File: config.mk
export PLATFORM = sky130hd
export DESIGN_NAME = xevt_dualcore
export DESIGN_NICKNAME = d
export VERILOG_FILES = /design/src/rtl/xevt_dualcore.sv
export SDC_FILE = /design/constraint.sdc
export NUM_CORES = 1
export LEC_CHECK = 0
export ABC_AREA = 1
export CORE_MARGIN = 2
export CORE_UTILIZATION = 40
export CTS_CLUSTER_DIAMETER = 50
export DETAILED_ROUTE_END_ITERATION = 12
export DONT_BUFFER_PORTS = 1
export PLACE_DENSITY = 0.66
export REMOVE_ABC_BUFFERS = 1
export SLEW_MARGIN = 15
export SYNTH_ARGS = -nofsm -noshare
export SYNTH_HDL_FRONTEND = slang
export SYNTH_SLANG_ARGS = --single-unit
File: constraint.sdc
create_clock -name clk -period 1.8 [get_ports clk]
set_input_delay 0.45 -clock clk [delete_from_list [all_inputs] [get_ports clk]]
set_output_delay 0.45 -clock clk [all_outputs]
set_load 0.1 [all_outputs]
File: src/rtl/xevt_dualcore.sv
module xevt_dualcore #(
  parameter int unsigned       LINES  = 8,
  parameter logic [LINES-1:0]  DIRECT = 8'hC0
) (
  input  logic             clk,
  input  logic             rst_n,
  input  logic [LINES-1:0] line_i,
  input  logic             wr_en_i,
  input  logic [2:0]       addr_i,
  input  logic [LINES-1:0] wdata_i,
  output logic [LINES-1:0] rdata_o,
  output logic [LINES-1:0] irq_o,
  output logic [1:0]       evt_o,
  output logic [1:0]       wake_o
);
  localparam logic [LINES-1:0] CFG    = ~DIRECT;
  localparam logic [2:0]       A_RISE = 3'd0;
  localparam logic [2:0]       A_FALL = 3'd1;
  localparam logic [2:0]       A_IM0  = 3'd2;
  localparam logic [2:0]       A_EM0  = 3'd3;
  localparam logic [2:0]       A_IM1  = 3'd4;
  localparam logic [2:0]       A_EM1  = 3'd5;
  localparam logic [2:0]       A_PEND = 3'd6;

  logic [LINES-1:0] s1_q, s2_q, prev_q;
  logic [LINES-1:0] rise_q, fall_q, pend_q;
  logic [LINES-1:0] im_q [2];
  logic [LINES-1:0] em_q [2];
  logic [LINES-1:0] up_det, dn_det, req, clr;

  assign up_det = s2_q & ~prev_q;
  assign dn_det = ~s2_q & prev_q;
  assign req    = (CFG & ((rise_q & up_det) | (fall_q & dn_det))) | (DIRECT & up_det);
  assign clr    = (wr_en_i && addr_i == A_PEND) ? wdata_i : '0;
  assign irq_o  = pend_q;

  always_ff @(posedge clk) begin
    if (!rst_n) begin
      s1_q   <= '0;
      s2_q   <= '0;
      prev_q <= '0;
    end else begin
      s1_q   <= line_i;
      s2_q   <= s1_q;
      prev_q <= s2_q;
    end
  end

  always_ff @(posedge clk) begin
    if (!rst_n) begin
      rise_q <= '0;
      fall_q <= '0;
      im_q[0] <= '0;
      im_q[1] <= '0;
      em_q[0] <= '0;
      em_q[1] <= '0;
    end else if (wr_en_i) begin
      case (addr_i)
        A_RISE:  rise_q  <= wdata_i & CFG;
        A_FALL:  fall_q  <= wdata_i & CFG;
        A_IM0:   im_q[0] <= wdata_i;
        A_EM0:   em_q[0] <= wdata_i;
        A_IM1:   im_q[1] <= wdata_i;
        A_EM1:   em_q[1] <= wdata_i;
        default: ;
      endcase
    end
  end

  always_ff @(posedge clk) begin
    if (!rst_n) pend_q <= '0;
    else        pend_q <= (pend_q & ~clr) | (req & CFG & (im_q[0] | im_q[1]));
  end

  always_comb begin
    case (addr_i)
      A_RISE:  rdata_o = rise_q;
      A_FALL:  rdata_o = fall_q;
      A_IM0:   rdata_o = im_q[0];
      A_EM0:   rdata_o = em_q[0];
      A_IM1:   rdata_o = im_q[1];
      A_EM1:   rdata_o = em_q[1];
      A_PEND:  rdata_o = pend_q;
      default: rdata_o = '0;
    endcase
  end

  for (genvar c = 0; c < 2; c++) begin : g_cpu
    logic ev_any, ev_prev_q, evt_q, wk_q;
    assign ev_any = |(req & em_q[c]);

    always_ff @(posedge clk) begin
      if (!rst_n) begin
        ev_prev_q <= 1'b0;
        evt_q     <= 1'b0;
        wk_q      <= 1'b0;
      end else begin
        ev_prev_q <= ev_any;
        evt_q     <= ev_any & ~ev_prev_q;
        wk_q      <= |(req & (im_q[c] | em_q[c]));
      end
    end

    assign evt_o[c]  = evt_q;
    assign wake_o[c] = wk_q | |(pend_q & im_q[c]);

    AST_EVT_SINGLE: assert property (@(posedge clk) disable iff (!rst_n)
      evt_o[c] |=> !evt_o[c]);
    AST_EVT_MASKED: assert property (@(posedge clk) disable iff (!rst_n)
      evt_o[c] |-> ($past(em_q[c]) != '0));
    AST_NO_MASK_NO_WAKE: assert property (@(posedge clk) disable iff (!rst_n)
      ((im_q[c] | em_q[c]) == '0 && $past(im_q[c] | em_q[c]) == '0) |-> !wake_o[c]);
  end

  AST_PEND_STICKY: assert property (@(posedge clk) disable iff (!rst_n)
    !(wr_en_i && addr_i == A_PEND) |=> ((pend_q & $past(pend_q)) == $past(pend_q)));
  AST_TRIG_GATE: assert property (@(posedge clk) disable iff (!rst_n)
    (pend_q & ~$past(pend_q) & ~$past(rise_q | fall_q)) == '0);
  AST_DIRECT_NO_PEND: assert property (@(posedge clk) disable iff (!rst_n)
    (irq_o & DIRECT) == '0 |=> (irq_o & DIRECT) == '0);
endmodule

==> run summary, run 1 <==
The clock skew was 0.00688 ns. Dividing total power by cell area gives a power density of 843 nW/µm². The mean instance size in the synthesized netlist was 7.90 µm². The tools report the endpoint kind of the worst setup timing path as an output port. TritonCTS built the clock tree. The run gives 41.4% as the initial core utilization. For this run, the number of Yosys warnings is 0. The cell area after technology mapping is 3630 µm², and the flip-flop and latch area is 1960 µm².

The number of global-route vias before repair was 3072; the area growth from synthesis to layout was 24.6%. The first global-routing pass estimated 15200 µm of wire. The setup slack of the worst register-to-register path is 0.50 ns. For the pin with the worst max-slew slack, the measured transition is 0.619 ns.

The H-tree was split into 3 levels. For this block, the initial DRC count from the detailed router was 269. The logs give 1370 µm² for the area of the multi-input gates and 542 for the net count reported at finish. Relative contribution of sequential cells to total power: 54.8%. The worst setup path is launched from a flip-flop. After synthesis, the cell types taking the most area are sky130_fd_sc_hd__dfxtp_1 28%, sky130_fd_sc_hd__edfxtp_1 27%, sky130_fd_sc_hd__nand2_1 13%.

The tools report the number of max-slew violations in the final report as 0. Before CTS, the worst setup slack after placement is -0.0411 ns. The core region is 8760 µm². Total power: 3.81 mW. The run gives 2.72 mW as the internal portion of total power. The tools report the number of antenna violations at the first check in global routing as 0.

The startpoint-to-endpoint class of the critical path is flip-flop to output port. The run gives 1.35 ns as the required time at the worst-slack endpoint. The min-delay analysis places its worst path in the category primary input to flip-flop. For the finished layout, the period the worst path requires is 1.95 ns.

The proportion of total power due to net switching is 28.6%. The die is 99.2 µm wide. Entering global routing, the biggest net connects 40 pins. The number of sinks driven by the clock tree was 82; the headroom to the max-slew limit was 58.7%. For this run, asynchronously set or reset flops after synthesis account for 0%. In the post-synthesis netlist, the cell with the most instances is sky130_fd_sc_hd__nand2_1. For the data arrival at the endpoint of the critical path, the log shows 1.50 ns.

The average wire per standard cell came out at 15.5 µm. The number of antenna diodes in the final layout is 0. The setup TNS is -0.777 ns, and the worst supply voltage drop on vdd is 415 µV. Cells fill 51.5% of the core in the end.

Input and output buffers added on the ports amount to 0. In this run, the clock network consumes 29.8% of the power. The first detailed-routing pass ran for 7 iterations.

Across the run, the number of max-cap violations was 0. The tools report the via count as 3314. At the end of routability-driven placement, the weighted congestion stood at 0.945.

At the later pin of the worst-skew pair, clock insertion delay measures 0.35 ns. The run gives 9 as the final count of negative-setup-slack endpoints. Detailed placement HPWL: 7010 µm. The number of enable flip-flop cells after synthesis works out to 32. The die is 99.2 µm tall. Across every metal layer, demand over resource in global routing totals 20.3%. The boundary pin count was 42.

The final reports fail on setup timing. The portion of synthesized cell area occupied by the leading cell type works out to 27.6%. The logs give 25 for the distinct cell type count of the synthesized netlist and 0 for the hold buffer count at CTS.

For the sum of overflow across all layers after global routing, the log shows 0. For this run, the leading register cell type out of synthesis is sky130_fd_sc_hd__dfxtp_1. Peak clock frequency supported by timing: 0.512 GHz. The number of filler cells placed in the layout is 827.

The number of failing hold endpoints at the final stage came out at 0. The synthesized design spends more area on one cell type than any other, namely sky130_fd_sc_hd__dfxtp_1. After detailed routing, the number of vias per cell comes to 5.24. The post-layout worst setup margin was -0.152 ns. The commonest cells after synthesis are 130 x sky130_fd_sc_hd__nand2_1, 67 x sky130_fd_sc_hd__inv_1, 50 x sky130_fd_sc_hd__dfxtp_1. The tools report the remaining number of nets flagged by the antenna check after routing as 0.

For this run, design rule violations remaining after detail routing come to 0. Setup repair after global routing could not meet its margin everywhere. CTS placed an instance of sky130_fd_sc_hd__clkbuf_8 at the clock tree root. In this run, the combinational gates consume 15.5% of the power. Buffers inserted during clock tree synthesis total 9. The final clock period utilization by the worst path was 108%; the power dissipated by switching net loads was 1.09 mW.

The post-route netlist has 20.4% of its cells at a drive strength greater than 1. The number of rows in the core area was 34. The synthesized design contains 82 register bits. Synthesized instance count: 459.

The die covers 9840 µm². The logs give 9770 µm for the overall routed net length and 2.15 nW for the leakage component of the power. The run finished, with violations left. The deepest clock path buffer count was 2; the peak fanout along the critical path was 2. For this run, the register share of the synthesized area comes to 54.1%. After clock tree synthesis, the clock-pin slew on the worst setup and hold paths is 0.08 ns.
==> cell type report <==
class	instances	share of cell area, %
multi-input cells	292	30.3
well taps	108	2.99
clock inverters	5	0.637
inverters	75	6.45
clock buffers	10	2.83
repair buffers	60	13.4
flip-flops and latches	82	43.5
==> worst max-delay path, cell delays in order (launching register included) <==
cell                       delay [ns]
sky130_fd_sc_hd__edfxtp_1        0.42
sky130_fd_sc_hd__nand2_1         0.13
sky130_fd_sc_hd__nand2_2         0.07
sky130_fd_sc_hd__a221oi_2        0.21
sky130_fd_sc_hd__nand3_2         0.14
sky130_fd_sc_hd__buf_12          0.19
==> worst paths after layout <==
kind                      start        endpoint  depth (start not counted)
min reg2reg  g_cpu[1].ev_prev_q  g_cpu[1].evt_q                          1
min                   line_i[6]         s1_q[6]                          2
max reg2reg         im_q[0][12]   g_cpu[1].wk_q                          9
max                  im_q[0][4]       wake_o[0]                          5
==> state kept, by name, indices dropped and copies added, names as in the netlist <==
name	flops
rise_q	6
s2_q	8
g_cpu.evt_q	2
im_q	16
prev_q	8
s1_q	8
irq_o	8
em_q	16
fall_q	6
g_cpu.ev_prev_q	2
g_cpu.wk_q	2
==> cell usage in the layout, fill, tap and decap left out, types with 7 or more instances in the layout <==
cell type                    n
sky130_fd_sc_hd__edfxtp_1   32
sky130_fd_sc_hd__dfxtp_1    49
sky130_fd_sc_hd__clkbuf_8    9
sky130_fd_sc_hd__nand2_1   129
sky130_fd_sc_hd__inv_1      61
sky130_fd_sc_hd__inv_2      10
sky130_fd_sc_hd__nor2_1     34
sky130_fd_sc_hd__nand3_1    29
sky130_fd_sc_hd__buf_12     11
sky130_fd_sc_hd__a21oi_1    27
sky130_fd_sc_hd__o21ai_1    11
sky130_fd_sc_hd__inv_4       7
sky130_fd_sc_hd__o21ai_0    35
sky130_fd_sc_hd__buf_4      46
==> layer usage <==
metal  part of all wire (%)  wire length (µm)  track usage (%)  vias to the layer above
met4                    2.0               199             7.06                        0
met1                     40              3930             26.1                     1536
li1                       -                 -                -                     1604
met2                     48              4730             33.5                      153
met5                      0                 0                0                        -
met3                    9.4               921             4.85                       21
==> repair_timing <==
item / CTS / global route
pin swaps: 24 / 11
gates resized for setup: 27 / 4
buffers inserted: 13 / 5
endpoints found under the setup margin: 10 / 10
==> cell families after synthesis <==
kind of cell	synth area share, %
flip-flops	54.1
AO/OA/AOI/OAI	12.5
buffers and inverters	9.66
AND/OR/NAND/NOR	23.7
==> power groups by stage <==
stage          logic, mW  registers [mW]  clock network (mW)
2_1_floorplan      0.305            2.13                   0
3_3_place_gp       0.521            2.12                   0
3_5_place_dp       0.526            2.13                   0
4_1_cts            0.572            2.08                1.16
5_1_grt            0.623            2.09                1.22
6_report           0.589            2.09                1.13
==> through the flow <==
| stage | area, µm² | hold WS [ns] | cells |
|---|---|---|---|
| floorplan | 3560 | 0.368 | 449 |
| CTS | 4470 | 0.181 | 627 |
| global placement | 4150 | 0.374 | 599 |
| finish | 4520 | 0.191 | 632 |
| detailed placement | 4150 | 0.375 | 599 |
| global route | 4520 | 0.194 | 632 |
Note: power is estimated with default switching activity, not from simulation.
==> inputs of run 2 (changes only) <==
--- a/config.mk
+++ b/config.mk
@@ -6,13 +6,15 @@
 export NUM_CORES = 1
 export LEC_CHECK = 0
 export ABC_AREA = 1
-export CORE_MARGIN = 2
+export CORE_MARGIN = 3
 export CORE_UTILIZATION = 40
+export CTS_BUF_LIST = sky130_fd_sc_hd__clkbuf_2
 export CTS_CLUSTER_DIAMETER = 50
 export DETAILED_ROUTE_END_ITERATION = 12
 export DONT_BUFFER_PORTS = 1
 export PLACE_DENSITY = 0.66
 export REMOVE_ABC_BUFFERS = 1
+export SKIP_CTS_REPAIR_TIMING = 1
 export SLEW_MARGIN = 15
 export SYNTH_ARGS = -nofsm -noshare
 export SYNTH_HDL_FRONTEND = slang
==> run summary, run 2 (synthesis gave the netlist of run 1 again) <==
The run finished, with violations left. The checks that failed: setup timing. The routed design has 10300 µm of wire. The number of antenna violations at the first check in global routing was 0. The largest registers in the layout are em_q (16), im_q (16).

The design draws 3.82 mW. Across every metal layer, demand over resource in global routing totals 20.2%. The number of max-slew violations in the final report is 0, and the number of cells on the worst reg-to-reg path is 7. In the routed layout, each cell is associated on average with a via count of 5.22. The number of antenna cells inserted is 0.

End point of the worst hold path: rise_q[2]. The worst register-to-register path begins at s2_q[3]. The startpoint-to-endpoint class of the critical path was flip-flop to output port.

The number of DRC markers after the initial detailed-route iteration came out at 237. The most critical setup path has its startpoint at im_q[0][4]. In the final design database the tool counted 543 nets. The endpoint identified for the worst register-to-register timing path is g_cpu[1].wk_q.

For this design the static power due to leakage is 2.16 nW. The routed layout has 3312 vias. Longest individual stage delay on the worst path: 0.45 ns. On the final layout, the worst clock skew is 0.0239 ns. Across the run, the number of max-cap violations was 0. The endpoint kind of the worst setup timing path is an output port. At the end of routability-driven placement, the weighted congestion stood at 0.893. The remaining number of nets flagged by the antenna check after routing is 0. The finished layout holds 634 standard cells, fillers aside. For the wire length of the first global-routing pass, the log shows 15600 µm. For the cell count after placement, the log shows 599. The average wire per standard cell is 16.2 µm. The number of global-route vias before repair is 3206, and the time the worst path needs with I/O delays and setup is 2.20 ns. Clock tree synthesis selected as its root buffer the cell sky130_fd_sc_hd__clkbuf_2. Largest net degree at the start of global routing: 40. The critical path goes through nand2_1 -> nand2_2 -> a221oi_2 -> nand3_2 -> buf_12.

The run gives 7340 µm as the detailed placement HPWL. Data on the critical path arrives at its endpoint at 1.75 ns. Setup repair after global routing could not meet its margin everywhere. The die span in y came out at 101 µm. At the worst endpoint, the required time is 1.35 ns. In the layout the commonest cells are 128 x sky130_fd_sc_hd__nand2_1, 64 x sky130_fd_sc_hd__inv_1, 43 x sky130_fd_sc_hd__dfxtp_1. The number of sinks driven by the clock tree was 82. For the post-layout worst setup margin, the log shows -0.401 ns.

The final core utilization was 52.0%; the width of the chip was 101 µm. Static timing analysis puts the maximum clock frequency at 0.454 GHz. The initialized floorplan defines 34 standard-cell rows. Cells with a size suffix above 1 make up 20.2% of the layout. In this run the power density over the cells is 838 nW/µm². The setup slack of the worst register-to-register path is 0.53 ns, and the final clock period utilization by the worst path is 122%.

The measured slew at the worst slew-check pin was 0.668 ns; the initial core utilization was 41.4%. The final hold slack is 0.0427 ns, and the insertion delay of the later-clocked pin in the worst-skew pair is 0.54 ns. Worst hold path stage count: 2.

Number of failing hold endpoints at the final stage: 0. The die covers 10200 µm². Clock-pin slew was measured on the worst setup and hold paths at 0.24 ns. Area growth from synthesis to layout: 25.6%. The master of the slowest instance on the critical path is sky130_fd_sc_hd__edfxtp_1. Setup violations remaining at the end of the flow were counted as 10. Number of H-tree levels: 3. The type of the most critical hold path was primary input to flip-flop. No sink is reached through more buffers than the 2 on the longest clock path. Most common library cell in the layout ignoring fill and taps: sky130_fd_sc_hd__nand2_1. Launch point of the worst hold path: wdata_i[2]. TritonCTS built the clock tree.

The peak fanout along the critical path was 2; the area inside the core boundary was 8760 µm². The critical path launch point type is a flip-flop. Headroom to the max-slew limit: 55.4%.

During placement, the flow inserted port buffers numbering 0. The number of buffers created by CTS was 9; the sum of overflow across all layers after global routing was 0. For this run, design rule violations remaining after detail routing come to 0. VDD sags by at most 379 µV. The first detailed-routing pass took 5 iterations. In this run the count of I/O pins placed on the die edge is 42.
[run 2: cell count changes in the layout (fill, tap and decap cells not counted), sizes merged]
cell and change:
dlygate4sd3 +10, buf -9, bufinv +2, clkbuf -1
[run 2: where the power goes]
group	switching, mW	total, mW	internal [mW]
registers	0.0679	2.09	2.02
logic	0.388	0.594	0.206
clock network	0.667	1.13	0.463
[run 2: layout make-up]
cell class / count / area, µm²
Clock buffer: 9 / 45.0
Tap cell: 108 / 135
Timing Repair Buffer: 61 / 651
Multi-Input combinational cell: 292 / 1380
Clock inverter: 7 / 91.3
Sequential cell: 82 / 1970
Fill cell: 838 / 4210
Inverter: 75 / 282
[run 2: worst max-delay path by stage]
stage,cells after the start,to,slack (ns)
finish,5,wake_o[0],-0.40
global route,5,wake_o[0],-0.53
CTS,5,wake_o[0],-0.52
detailed placement,7,rdata_o[5],-0.04
global placement,7,rdata_o[5],-0.05
floorplan,4,wake_o[1],-0.76
[run 2: metal layers]
metal  routed length (µm)  track usage [%]
met1                 4210             25.8
met2                 4970             32.4
met3                  823             5.37
met4                  282             8.18
met5                    0                0
[run 2: worst max-delay path: cells and delay by family, from the launching register on]
kind / cells / cell delay [ns]
AND/OR/NAND/NOR: 3 / 0.33
buffers and inverters: 1 / 0.19
flip-flops: 1 / 0.45
AO/OA/AOI/OAI: 1 / 0.24
[run 2: per-stage QoR]
step	instance area, µm²	setup slack [ns]	TNS (ns)
floorplan	3560	-0.760	-5.79
global placement	4130	-0.0529	-0.187
detailed placement	4130	-0.0445	-0.216
CTS	4270	-0.522	-3.71
global route	4550	-0.532	-4.35
finish	4550	-0.401	-3.12
